<file path="src/rtl/cds_pkg.sv">
package cds_pkg;

  typedef enum logic [1:0] {
    SWP_NONE = 2'b00,
    SWP_HALF = 2'b01,
    SWP_BYTE = 2'b10,
    SWP_BIT  = 2'b11
  } swap_mode_e;

  typedef enum logic [1:0] {
    PH_FILL  = 2'b00,
    PH_OFFER = 2'b01,
    PH_AWAIT = 2'b10,
    PH_DRAIN = 2'b11
  } phase_e;

  localparam logic [1:0] A_CTRL = 2'd0;
  localparam logic [1:0] A_STAT = 2'd1;
  localparam logic [1:0] A_DIN  = 2'd2;
  localparam logic [1:0] A_DOUT = 2'd3;

  localparam int CTRL_EN_BIT   = 0;
  localparam int CTRL_MODE_LSB = 1;
  localparam int CTRL_CLR_BIT  = 3;

endpackage

</file>
<file path="src/rtl/cds_word_swapper.sv">
module cds_word_swapper
  import cds_pkg::*;
#(
  parameter int WORD_W = 32
) (
  input  swap_mode_e        mode,
  input  logic [WORD_W-1:0] din,
  output logic [WORD_W-1:0] dout
);

  localparam int HALF_W = WORD_W / 2;
  localparam int NBYTES = WORD_W / 8;

  logic [WORD_W-1:0] halves_x;
  logic [WORD_W-1:0] bytes_r;
  logic [WORD_W-1:0] bits_r;

  assign halves_x = {din[HALF_W-1:0], din[WORD_W-1:HALF_W]};

  for (genvar b = 0; b < NBYTES; b++) begin : g_byte
    assign bytes_r[b*8 +: 8] = din[(NBYTES-1-b)*8 +: 8];
  end

  for (genvar i = 0; i < WORD_W; i++) begin : g_bit
    assign bits_r[i] = din[WORD_W-1-i];
  end

  always_comb begin
    case (mode)
      SWP_HALF: dout = halves_x;
      SWP_BYTE: dout = bytes_r;
      SWP_BIT:  dout = bits_r;
      default:  dout = din;
    endcase
  end

endmodule

</file>
<file path="src/rtl/cds_in_packer.sv">
module cds_in_packer #(
  parameter int WORD_W    = 32,
  parameter int BLK_WORDS = 4
) (
  input  logic                        clk,
  input  logic                        rst_n,
  input  logic                        flush,
  input  logic                        push,
  input  logic [WORD_W-1:0]           word,
  input  logic                        blk_ready,
  output logic                        blk_valid,
  output logic [WORD_W*BLK_WORDS-1:0] blk_data,
  output logic                        last_push
);

  localparam int CNT_W = $clog2(BLK_WORDS);
  localparam logic [CNT_W-1:0] CNT_LAST = CNT_W'(BLK_WORDS - 1);

  logic [CNT_W-1:0] cnt_q;

  assign last_push = push && (cnt_q == CNT_LAST);

  always_ff @(posedge clk or negedge rst_n) begin
    if (!rst_n) begin
      cnt_q <= '0;
    end else if (flush) begin
      cnt_q <= '0;
    end else if (push) begin
      cnt_q <= last_push ? '0 : cnt_q + 1'b1;
    end
  end

  always_ff @(posedge clk or negedge rst_n) begin
    if (!rst_n) begin
      blk_valid <= 1'b0;
    end else if (flush) begin
      blk_valid <= 1'b0;
    end else if (last_push) begin
      blk_valid <= 1'b1;
    end else if (blk_valid && blk_ready) begin
      blk_valid <= 1'b0;
    end
  end

  for (genvar s = 0; s < BLK_WORDS; s++) begin : g_slot
    always_ff @(posedge clk or negedge rst_n) begin
      if (!rst_n) begin
        blk_data[(BLK_WORDS-1-s)*WORD_W +: WORD_W] <= '0;
      end else if (push && (cnt_q == CNT_W'(s))) begin
        blk_data[(BLK_WORDS-1-s)*WORD_W +: WORD_W] <= word;
      end
    end
  end

endmodule

</file>
<file path="src/rtl/cds_out_unpacker.sv">
module cds_out_unpacker #(
  parameter int WORD_W    = 32,
  parameter int BLK_WORDS = 4
) (
  input  logic                        clk,
  input  logic                        rst_n,
  input  logic                        flush,
  input  logic                        capture,
  input  logic [WORD_W*BLK_WORDS-1:0] res_data,
  input  logic                        pop,
  output logic                        held,
  output logic [WORD_W-1:0]           word,
  output logic                        last_pop
);

  localparam int CNT_W = $clog2(BLK_WORDS);
  localparam logic [CNT_W-1:0] CNT_LAST = CNT_W'(BLK_WORDS - 1);

  logic [CNT_W-1:0]  cnt_q;
  logic [WORD_W-1:0] slot_q [BLK_WORDS];

  assign last_pop = pop && held && (cnt_q == CNT_LAST);
  assign word     = slot_q[cnt_q];

  always_ff @(posedge clk or negedge rst_n) begin
    if (!rst_n) begin
      cnt_q <= '0;
      held  <= 1'b0;
    end else if (flush) begin
      cnt_q <= '0;
      held  <= 1'b0;
    end else if (capture) begin
      cnt_q <= '0;
      held  <= 1'b1;
    end else if (pop && held) begin
      cnt_q <= last_pop ? '0 : cnt_q + 1'b1;
      if (last_pop) held <= 1'b0;
    end
  end

  for (genvar s = 0; s < BLK_WORDS; s++) begin : g_slot
    always_ff @(posedge clk or negedge rst_n) begin
      if (!rst_n) begin
        slot_q[s] <= '0;
      end else if (capture) begin
        slot_q[s] <= res_data[(BLK_WORDS-1-s)*WORD_W +: WORD_W];
      end
    end
  end

endmodule

</file>
<file path="src/rtl/cipher_data_swap_port.sv">
module cipher_data_swap_port
  import cds_pkg::*;
#(
  parameter int WORD_W    = 32,
  parameter int BLK_WORDS = 4,
  localparam int BLK_W    = WORD_W * BLK_WORDS
) (
  input  logic              clk,
  input  logic              rst_n,
  input  logic              wr_en,
  input  logic [1:0]        wr_addr,
  input  logic [WORD_W-1:0] wr_data,
  input  logic              rd_en,
  input  logic [1:0]        rd_addr,
  output logic [WORD_W-1:0] rd_data,
  output logic              blk_valid,
  input  logic              blk_ready,
  output logic [BLK_W-1:0]  blk_data,
  input  logic              res_valid,
  output logic              res_ready,
  input  logic [BLK_W-1:0]  res_data
);

  logic       en_q;
  swap_mode_e mode_q;
  logic       done_q;
  phase_e     phase_q;

  logic ctrl_wr, flush, din_push, last_push, capture, pop, last_pop, out_held;
  logic [WORD_W-1:0] din_swapped, out_raw, out_swapped;
  logic unused_wr_bits;

  assign unused_wr_bits = ^wr_data[WORD_W-1:CTRL_CLR_BIT+1];

  assign ctrl_wr  = wr_en && (wr_addr == A_CTRL);
  assign flush    = ctrl_wr && !wr_data[CTRL_EN_BIT];
  assign din_push = wr_en && (wr_addr == A_DIN) && en_q && (phase_q == PH_FILL);
  assign res_ready = en_q && (phase_q == PH_AWAIT);
  assign capture  = res_valid && res_ready;
  assign pop      = rd_en && (rd_addr == A_DOUT) && out_held;

  // control register
  always_ff @(posedge clk or negedge rst_n) begin
    if (!rst_n) begin
      en_q   <= 1'b0;
      mode_q <= SWP_NONE;
    end else if (ctrl_wr) begin
      en_q <= wr_data[CTRL_EN_BIT];
      if (!en_q) mode_q <= swap_mode_e'(wr_data[CTRL_MODE_LSB +: 2]);
    end
  end

  // completion flag: set wins over clear
  always_ff @(posedge clk or negedge rst_n) begin
    if (!rst_n) begin
      done_q <= 1'b0;
    end else if (capture) begin
      done_q <= 1'b1;
    end else if (ctrl_wr && wr_data[CTRL_CLR_BIT]) begin
      done_q <= 1'b0;
    end
  end

  // block life cycle
  always_ff @(posedge clk or negedge rst_n) begin
    if (!rst_n) begin
      phase_q <= PH_FILL;
    end else if (flush) begin
      phase_q <= PH_FILL;
    end else begin
      case (phase_q)
        PH_FILL:  if (last_push)              phase_q <= PH_OFFER;
        PH_OFFER: if (blk_valid && blk_ready) phase_q <= PH_AWAIT;
        PH_AWAIT: if (capture)                phase_q <= PH_DRAIN;
        default:  if (last_pop)               phase_q <= PH_FILL;
      endcase
    end
  end

  cds_word_swapper #(.WORD_W(WORD_W)) u_in_swap (
    .mode (mode_q),
    .din  (wr_data),
    .dout (din_swapped)
  );

  cds_in_packer #(.WORD_W(WORD_W), .BLK_WORDS(BLK_WORDS)) u_pack (
    .clk       (clk),
    .rst_n     (rst_n),
    .flush     (flush),
    .push      (din_push),
    .word      (din_swapped),
    .blk_ready (blk_ready),
    .blk_valid (blk_valid),
    .blk_data  (blk_data),
    .last_push (last_push)
  );

  cds_out_unpacker #(.WORD_W(WORD_W), .BLK_WORDS(BLK_WORDS)) u_unpack (
    .clk      (clk),
    .rst_n    (rst_n),
    .flush    (flush),
    .capture  (capture),
    .res_data (res_data),
    .pop      (pop),
    .held     (out_held),
    .word     (out_raw),
    .last_pop (last_pop)
  );

  cds_word_swapper #(.WORD_W(WORD_W)) u_out_swap (
    .mode (mode_q),
    .din  (out_raw),
    .dout (out_swapped)
  );

  // registered read port
  always_ff @(posedge clk or negedge rst_n) begin
    if (!rst_n) begin
      rd_data <= '0;
    end else if (rd_en) begin
      case (rd_addr)
        A_CTRL:  rd_data <= {{(WORD_W-3){1'b0}}, mode_q, en_q};
        A_STAT:  rd_data <= {{(WORD_W-1){1'b0}}, done_q};
        A_DOUT:  rd_data <= out_held ? out_swapped : '0;
        default: rd_data <= '0;
      endcase
    end
  end

endmodule

</file>
<file path="config.mk">
export PLATFORM = sky130hd
export DESIGN_NAME = cipher_data_swap_port
export DESIGN_NICKNAME = d
export VERILOG_FILES = /design/src/rtl/cds_pkg.sv /design/src/rtl/cds_word_swapper.sv /design/src/rtl/cds_in_packer.sv /design/src/rtl/cds_out_unpacker.sv /design/src/rtl/cipher_data_swap_port.sv
export SDC_FILE = /design/constraint.sdc
export NUM_CORES = 1
export LEC_CHECK = 0
export ABC_AREA = 1
export ABC_CLOCK_PERIOD_IN_PS = 1900
export BUFFER_PORTS_ARGS = -buffer_cell sky130_fd_sc_hd__buf_2
export CORE_ASPECT_RATIO = 1.75
export CORE_MARGIN = 3
export CORE_UTILIZATION = 45
export CTS_CLUSTER_DIAMETER = 50
export DETAILED_ROUTE_END_ITERATION = 10
export HOLD_SLACK_MARGIN = 0.02
export PLACE_DENSITY_LB_ADDON = 0.25
export SYNTH_ARGS = -nofsm -noshare
export SYNTH_HDL_FRONTEND = slang
export SYNTH_SLANG_ARGS = --single-unit
</file>
<file path="constraint.sdc">
create_clock -name clk -period 1.9 [get_ports clk]
set_input_delay 0.19 -clock clk [delete_from_list [all_inputs] [get_ports clk]]
set_output_delay 0.19 -clock clk [all_outputs]
set_load 0.02 [all_outputs]
</file>
Word level (Yosys, flattened, before mapping)
Index checks and enable logic that the tools add are counted.
{"block": "classes", "n_reduce_logical": 31, "bitwise_logic": 2, "add_sub_neg": 2, "order_cmp": 1, "n_eq_ne": 15, "muxes": 29}
{"op": "32-bit one-hot mux with 3 select lines", "count": 3}
{"op": "32-bit two-way mux", "count": 3}
{"op": "32-bit binary-select mux with 2-bit select", "count": 1}
{"op": "2-bit two-way mux", "count": 12}
{"op": "1-bit logical AND", "count": 17}
{"op": "2-bit == test, second input constant", "count": 8}
{"op": "1-bit two-way mux", "count": 9}
{"op": "3-bit nonzero test", "count": 3}
{"op": "2-bit by 1-bit == test with 1-bit output, second input constant", "count": 4}
{"op": "2-bit logical NOT", "count": 4}
{"op": "3-bit inequality test, second input constant", "count": 2}
{"op": "2-bit one-hot mux with 3 select lines", "count": 1}
{"op": "5-bit nonzero test", "count": 1}
{"op": "2-bit by 1-bit adder with 2-bit output, second input constant", "count": 2}
{"op": "2-bit AND reduction", "count": 2}
{"op": "4-bit AND reduction", "count": 1}
{"op": "2-bit nonzero test", "count": 2}
{"op": "3-bit >= comparator, second input constant", "count": 1}
{"op": "3-bit by 2-bit inequality test with 1-bit output, second input constant", "count": 1}
{"op": "2-bit NOT with 3-bit output", "count": 1}
{"op": "1-bit logical NOT", "count": 1}
{"op": "1-bit NOT", "count": 1}
{"block": "word_totals", "word_cells": 97, "output_inout_bits": 162, "reg_bits": 300, "input_bits": 170}

Longest topological paths before layout
Gate-level depths: netlist (run 1).
{"block": "logic_depth", "depth_word": 9, "depth_mapped": 12}

Modules after synthesis
Synthesis (run 1) repeated with hierarchy kept, for this count alone.
{"block": "hier_totals", "hier_cells": 1811, "area_unflattened_um2": 14725.4}
{"module": "cds_out_unpacker", "instances": 1, "seq_area_each_um2": 3278.1, "area_per_inst_um2": 6200.9, "cells_each": 807}
{"module": "cds_in_packer", "instances": 1, "seq_area_each_um2": 3278.1, "area_per_inst_um2": 4805.9, "cells_each": 469}
{"module": "cds_word_swapper", "instances": 2, "seq_area_each_um2": 0.0, "area_per_inst_um2": 1034.7, "cells_each": 197}
{"module": "cipher_data_swap_port", "instances": 1, "seq_area_each_um2": 950.9, "area_per_inst_um2": 1649.1, "cells_each": 141}

Worst setup path before layout (run 1)
Ideal clock, no wire load.
{"block": "synth_timing", "kind": "register -> register", "startpoint": "register phase_q[0]", "endpoint": "register u_unpack.slot_q[0] (netlist bit)", "arrival_time_ps": 1648, "synth_period_minus_slack_ps": 1773, "setup_ps": 125, "t_required_ps": 1775, "path_stages_with_launch": 9, "path_slack_ps": 127, "cell_sequence": "dfrtp_1 inv_1 ha_1 nand2_1 inv_1 nand2_1 buf_2 buf_2 mux2_2"}
{"block": "synth_via", "elab_chain_len": 3}
{"item": "start, declared", "line": "cipher_data_swap_port.sv:27", "source": "phase_e phase_q;"}
{"item": "start signal, assigned", "line": "cipher_data_swap_port.sv:67", "source": "phase_q <= PH_FILL;"}
{"item": "start signal, assigned", "line": "cipher_data_swap_port.sv:69", "source": "phase_q <= PH_FILL;"}
{"item": "start signal, assigned", "line": "cipher_data_swap_port.sv:72", "source": "PH_FILL: if (last_push) phase_q <= PH_OFFER;"}
{"item": "2-bit == test", "line": "cipher_data_swap_port.sv:38", "source": "assign res_ready = en_q && (phase_q == PH_AWAIT);"}
{"item": "1-bit logical AND", "line": "cipher_data_swap_port.sv:38"}
{"item": "net res_ready", "line": "cipher_data_swap_port.sv:20", "source": "output logic res_ready,"}
{"item": "1-bit logical AND", "line": "cipher_data_swap_port.sv:39", "source": "assign capture = res_valid && res_ready;"}
{"item": "end signal, assigned by index", "line": "cds_out_unpacker.sv:46", "source": "slot_q[s] <= res_data[(BLK_WORDS-1-s)*WORD_W +: WORD_W];"}
{"item": "end, declared", "line": "cds_out_unpacker.sv:20", "source": "logic [WORD_W-1:0] slot_q [BLK_WORDS];"}
The timed path passes the listed nets, and every way through them passes these cells.
A chain may end at the register's enable or synchronous reset.

Worst setup path after layout (run 1)
{"block": "layout_timing", "startpoint": "register phase_q[0]", "endpoint": "register u_unpack.slot_q[60] (netlist bit)"}
{"block": "layout_via", "elab_chain_len": 3}
{"item": "2-bit == test", "line": "cipher_data_swap_port.sv:38"}
{"item": "1-bit logical AND", "line": "cipher_data_swap_port.sv:38"}
{"item": "1-bit logical AND", "line": "cipher_data_swap_port.sv:39"}
Every way passes these cells.

==> run metrics, run 1 <==
status finished clean; CP Class reg -> reg; final worst slack 0.0870 ns; P_sw 12.3 mW; hold violation total from the final report 0; yosys warns 0; Initial Util 45.8%; final instance area 0.0191 mm2; die span in x 140 um; share of post-route cells with drive strength above 1 28.9%; Data arrival, critical path 2.26 ns; setup slack, reg-to-reg 0.09 ns; final core utilization 61.7%; Ports 332; sequential fraction of design power 35.8%; commonest non-fill, non-tap cell in the layout nand2_1; FP Rows 85; Die H 241 um; RSZ-0062 raised after global routing no; initial antenna violation count 1; routed wire length 48300 um; hold path endpoint done_q$_DFFE_PN0P_; Detail Placement HPWL 33300 um; Setup TNS 0 ns; CP Launch Type flop; largest net degree at the start of global routing 71; gpl congestion 0.930; pre-CTS setup slack -0.0938 ns; Yosys reg bits 300; reg2reg start phase_q[0]$_DFFE_PN0P_; clock share of power 20.0%; Detail Route Antenna Nets 0; DRT Pass-1 Iters 5; Yosys cell types 31; Inserted Clock Buffers 30; I/O Buffers 331; Worst Clk Skew 0.0104 ns; first-pass GRT wire length 75000 um; Syn Area/Cell 8.74 um2; Worst Max-Slew Pin Slew 0.603 ns; sw frac 41.4%; Layout fillers 2540; area leader, netlist dfrtp_1; Critical Path Sink Type flop; area growth from synthesis to layout 34.8%; Cell Int Power 17.4 mW; root buffer cell clkbuf_16; Hold WC Path Type in -> reg; WHS 0.0537 ns; Total GRT Usage 28.1%; combinational group share of total power 44.2%; Pleak 9.97 nW; peak supply drop 1350 uV; Pwr per Cell Area 1560 mW/mm2; DR vias/cell 5.25; Netlist Area Pre-Place 0.0142 mm2; R2R depth 7; Remaining DRCs 0; RR Endpoint u_unpack.slot_q[60]$_DFFE_PN0P_; Final setup viols 0; Cell Area, Placed 0.0166 mm2; syn nets 1799; HP Start res_valid; clk slew on worst S/H paths 0.06 ns; pins over their slew limit 0; TritonCTS Sinks 300; number of global-route vias before repair 13600; CP max FO 14; WP data required 2.35 ns; CTS tree done; H-tree levels 1; period utilisation layout 95.4%; die area 0.0337 mm2; WL per Instance 19.2 um; final net count 2281; Core ar. 0.0309 mm2; worst hold path depth 3; GRT Residual Overflow 0; deepest clock path buffer count 3; most frequent cells in the layout nand2_1 (749), buf_2 (329), dfrtp_1 (298), dlygate4sd3_1 (145), mux2_2 (128); Slew HR 59.5%; Starting DRT DRC Count 912; register area share after synthesis 53.0%; maximum clock rate 552 MHz; largest cells by area after synthesis dfrtp_1 (53%), nand2_1 (20%), mux2_2 (10%), o21ai_0 (3.9%), buf_2 (1.8%); Worst-Skew Late Latency 0.57 ns; via count 13200; Final min period 1.81 ns; area share of the leading cell type in the synthesized netlist 53.0%; Mapped Cells 1621; total of max-cap violations 0
## state kept, by name, indices dropped and copies added, names as in the netlist
signal / count
u_pack.cnt_q: 2
u_unpack.slot_q: 128
rd_data: 32
phase_q: 2
u_unpack.cnt_q: 2
u_unpack.held: 1
mode_q: 2
u_pack.blk_data: 128
done_q: 1
en_q: 1
u_pack.blk_valid: 1
## power by group through the flow
stage	logic [mW]	clock network, mW	registers (mW)
after floorplan	6.76	0	11.7
after global placement	12.5	0	10.5
after detailed placement	12.7	0	10.6
after CTS	13.0	6.04	10.6
after global routing	14.4	6.28	10.9
final	13.1	5.94	10.6
## what timing repair did
item / 4_1_cts / 5_1_grt
setup endpoints to repair: 5 / 129
buffers inserted: 0 / 1
hold endpoints to repair: 209 / 0
pin swaps: 0 / 2
resized for setup: 2 / 14
hold buffers: 145 / 0
## layout make-up
class	instances	area (um2)	area share (%)
well taps	391	489	2.56
clock buffers	43	871	4.56
clock inverters	11	109	0.570
repair buffers	540	3850	20.2
inverters	42	160	0.839
flip-flops and latches	300	7510	39.3
multi-input cells	1189	6090	31.9
diodes	1	2.50	0.0131
## critical path, stage by stage, from the launching register on
cell and delay, ns:
dfrtp_1 0.39, inv_2 0.07, ha_2 0.20, nand2_1 0.09
inv_2 0.07, nand2_4 0.21, buf_4 0.27, mux2_2 0.37
## metal layers
metal	GRT usage [%]	vias up	part of all wire, %
li1	-	6198	-
met3	3.65	156	5.6
met4	15.3	0	6.1
met2	51.4	538	53
met1	31.7	6329	36
met5	0	-	0
## cell families after synthesis
family | Yosys count | share of synthesized area, %
DFF | 300 | 53.0
adders and majority gates | 8 | 0.707
buffers and inverters | 132 | 4.28
AOI/OAI and AO/OA | 189 | 8.11
and+or+nand+nor | 864 | 23.7
muxes | 128 | 10.2
## worst max path at each step
| stage | from | endpoint | slack [ns] | cells past startpoint |
|---|---|---|---|---|
| after floorplan | phase_q[0]$_DFFE_PN0P_ | u_unpack.slot_q[0]$_DFFE_PN0P_ | 0.13 | 8 |
| after global placement | mode_q[1]$_DFFE_PN0P_ | u_pack.blk_data[22]$_DFFE_PN0P_ | -0.03 | 6 |
| after detailed placement | mode_q[1]$_DFFE_PN0P_ | u_pack.blk_data[86]$_DFFE_PN0P_ | -0.09 | 6 |
| after CTS | mode_q[1]$_DFFE_PN0P_ | u_pack.blk_data[86]$_DFFE_PN0P_ | -0.009 | 6 |
| after global routing | phase_q[1]$_DFFE_PN0P_ | u_pack.blk_data[38]$_DFFE_PN0P_ | 0.003 | 9 |
| final | phase_q[0]$_DFFE_PN0P_ | u_unpack.slot_q[60]$_DFFE_PN0P_ | 0.09 | 7 |
## synth_stat cells (all sizes together)
master     n
o2111ai   25
clkinv     3
and2       7
buf       69
inv       39
ha         8
or2        2
a211oi     1
clkbuf    21
nand3b     2
nand3     37
nand4      2
mux2     128
a21oi     16
a221oi     6
nor2      59
o21ai    141
nor3       2
dfrtp    300
nand2    753
## stage by stage
stage               instances  total power, mW
detailed placement       2316             23.3
global route             2517             31.6
floorplan                1621             18.5
CTS                      2515             29.6
finish                   2517             29.7
global placement         2316             23.0
No activity file was read; power rests on OpenSTA's default activity.
==> run 2: changes to the inputs <==
--- a/config.mk
+++ b/config.mk
@@ -5,7 +5,6 @@
 export SDC_FILE = /design/constraint.sdc
 export NUM_CORES = 1
 export LEC_CHECK = 0
-export ABC_AREA = 1
 export ABC_CLOCK_PERIOD_IN_PS = 1900
 export BUFFER_PORTS_ARGS = -buffer_cell sky130_fd_sc_hd__buf_2
 export CORE_ASPECT_RATIO = 1.75
==> run 2 against run 1 <==
The flow now finishes with violations (negative setup slack); total power shrank 11%; routed wire length shrank 5.1%; flip-flop and latch count is the same; combinational power shrank 19%; critical path type unchanged.
==> run metrics, run 2 <==
status finished, violations left; failing checks negative setup slack; Starting DRT DRC Count 666; R2R depth 4; Netlist Area Pre-Place 0.0141 mm2; Remaining DRCs 0; H-tree levels 1; Ports 332; met2 routed WL 24600 um; hold violation total from the final report 0; Seq. cell area 0.00751 mm2; deepest clock path buffer count 3; Cell Int Power 16.6 mW; most frequent cells in the layout nand2_1 (421), buf_2 (330), dfrtp_1 (296), dlygate4sd3_1 (136), mux2_2 (130); DR vias/cell 5.50; Total GRT Usage 26.4%; clk slew on worst S/H paths 0.07 ns; CP max FO 8; first-pass GRT wire length 69100 um; Pwr Total 26.3 mW; I/O Buffers 331; yosys warns 0; DRT Pass-1 Iters 5; Inserted Clock Buffers 28; syn nets 1393; GRT Residual Overflow 0; HP Start wr_addr[1]; Post-synth EDFFs 0; Final setup viols 10; Slew HR 67.2%; setup slack, reg-to-reg -0.12 ns; met3 wire length 3050 um; P_sw 9.71 mW; Worst-Skew Late Latency 0.56 ns; hold path endpoint mode_q[1]$_DFFE_PN0P_; Setup TNS -0.320 ns; final core utilization 62.5%; Initial Util 45.7%; Die H 240 um; WL per Instance 21.6 um; Yosys reg bits 300; Post-synth top flop dfrtp_1; Met1 Wirelength 15800 um; Worst Path Buf+Inv 1; count leader, synth nand2_1; Final min period 2.02 ns; largest cells by area after synthesis dfrtp_1 (53%), mux4_2 (13%), nand2_1 (11%), mux2_2 (10%), clkbuf_1 (1.3%); maximum clock rate 495 MHz; CP dominant cell by count mux4_2; WP data required 2.35 ns; peak supply drop 1070 uV; Detail Placement HPWL 32500 um; area share of the leading cell type in the synthesized netlist 53.2%; root buffer cell clkbuf_16; area leader, netlist dfrtp_1; critical path's largest stage delay 0.56 ns; final net count 1885; RSZ-0062 raised after global routing yes; CP Class reg -> reg; largest net degree at the start of global routing 74; CTS tree done; FP Rows 85; number of global-route vias before repair 12000; most frequent cells after synthesis nand2_1 (424), dfrtp_1 (300), mux2_2 (130), mux4_2 (80), clkbuf_1 (49); Mapped Cells 1215; RR Endpoint rd_data[5]$_DFFE_PN0P_; biggest regs u_pack.blk_data x128, u_unpack.slot_q x128, rd_data x32; Pleak 9.89 nW; pre-CTS setup slack -0.0490 ns; gpl congestion 0.887; period utilisation layout 106%; die span in x 140 um; Pwr per Cell Area 1370 mW/mm2; share of post-route cells with drive strength above 1 41.8%; reg2reg start u_unpack.cnt_q[0]$_DFFE_PN0P_; footprint of the multi-input gates 0.00639 mm2; Cell Area, Placed 0.0166 mm2; Critical Path Sink Type flop; total of max-cap violations 0; die area 0.0336 mm2; commonest non-fill, non-tap cell in the layout nand2_1; Hold WC Path Type in -> reg; TritonCTS Sinks 300; critical path's slowest cell mux4_2; via count 11700; Yosys cell types 47; worst hold path depth 4; Worst Clk Skew 0.0114 ns; asr flop ratio synth 100%; routed wire length 45800 um; area growth from synthesis to layout 36.7%; final worst slack -0.122 ns; critical path cell sequence buf_12 > mux4_2 > mux4_2 > a22o_1; Core ar. 0.0308 mm2; pins over their slew limit 0; Syn Area/Cell 11.6 um2; clock share of power 22.1%; final instance area 0.0193 mm2; sequential fraction of design power 37.6%; highest metal used met4; CP Launch Type flop; Data arrival, critical path 2.48 ns; Worst Max-Slew Pin Slew 0.488 ns; CP top delay family multiplexers; initial antenna violation count 0; sw frac 36.9%; combinational group share of total power 40.3%; register area share after synthesis 53.2%; Layout fillers 2396; Detail Route Antenna Nets 0
-- run 2: cell count changes after synthesis, moves of 22 or more --
cell       previous run  this run
buf_2                50        18
clkbuf_1             21        49
inv_1                34        12
mux4_2                0        80
nand2_1             752       424
nand3_1              37         0
nor2_1               56        24
o2111ai_1            25         0
o21ai_0             109         5
-- run 2: layout make-up --
| type | instances | area share, % |
|---|---|---|
| inverter | 12 | 0.234 |
| sequential | 300 | 39.0 |
| tap | 391 | 2.54 |
| antenna | 1 | 0.0130 |
| clock buffer | 34 | 4.02 |
| multi-input combinational | 823 | 33.1 |
| clock inverter | 17 | 0.921 |
| timing repair buffer | 542 | 20.2 |
-- run 2: through the flow --
step                hold WS (ns)  instances
global route              0.0999       2119
detailed placement         0.115       1920
floorplan                 -0.106       1215
global placement           0.116       1920
finish                    0.0491       2120
CTS                       0.0206       2110
-- run 2: cell families (layout without fill, tap and decap cells) --
logic type | after synthesis | count (layout) | synth area share (%)
muxes | 225 | 225 | 24.2
adders and majority gates | 8 | 8 | 0.710
other | 0 | 1 | 0
buffers and inverters | 92 | 605 | 2.79
AOI/OAI and AO/OA | 95 | 95 | 5.07
and+or+nand+nor | 495 | 495 | 14.0
DFF | 300 | 300 | 53.2
-- run 2: what timing repair did --
action / CTS / global route
pin swaps: 1 / 18
gates resized for setup: 1 / 55
hold endpoints to repair: 438 / 0
setup endpoints to repair: 7 / 127
hold buffers: 136 / 0
buffers inserted: 3 / 7
cloned: 0 / 2
-- run 2: worst min-delay path, stage by stage --
cell     delay, ns
buf_2         0.13
nor3_1        0.10
nand2_1       0.07
o21ai_0       0.06
-- run 2: power groups by stage --
stage	registers (mW)	clock network, mW	logic (mW)
5_1_grt	10.1	6.19	11.4
3_5_place_dp	9.96	0	9.68
2_1_floorplan	10.4	0	5.32
6_report	9.89	5.83	10.6
4_1_cts	9.85	5.95	9.98
3_3_place_gp	9.89	0	9.44
-- run 2: how the worst max path moves through the flow --
stage	from	end	slack, ns	cells past startpoint
detailed placement	u_unpack.cnt_q[0]$_DFFE_PN0P_	rd_data[5]$_DFFE_PN0P_	-0.05	4
floorplan	u_unpack.cnt_q[0]$_DFFE_PN0P_	rd_data[0]$_DFFE_PN0P_	0.03	6
global route	u_unpack.cnt_q[0]$_DFFE_PN0P_	rd_data[5]$_DFFE_PN0P_	-0.13	4
CTS	u_unpack.cnt_q[0]$_DFFE_PN0P_	rd_data[5]$_DFFE_PN0P_	-0.03	4
finish	u_unpack.cnt_q[0]$_DFFE_PN0P_	rd_data[5]$_DFFE_PN0P_	-0.12	4
global placement	u_unpack.cnt_q[0]$_DFFE_PN0P_	rd_data[5]$_DFFE_PN0P_	0.004	4
-- run 2: layer usage --
| metal | GRT usage [%] | vias to the layer above |
|---|---|---|
| met5 | 0 | - |
| li1 | - | 5200 |
| met1 | 29.9 | 5800 |
| met2 | 49.1 | 557 |
| met3 | 4.00 | 110 |
| met4 | 11.5 | 0 |
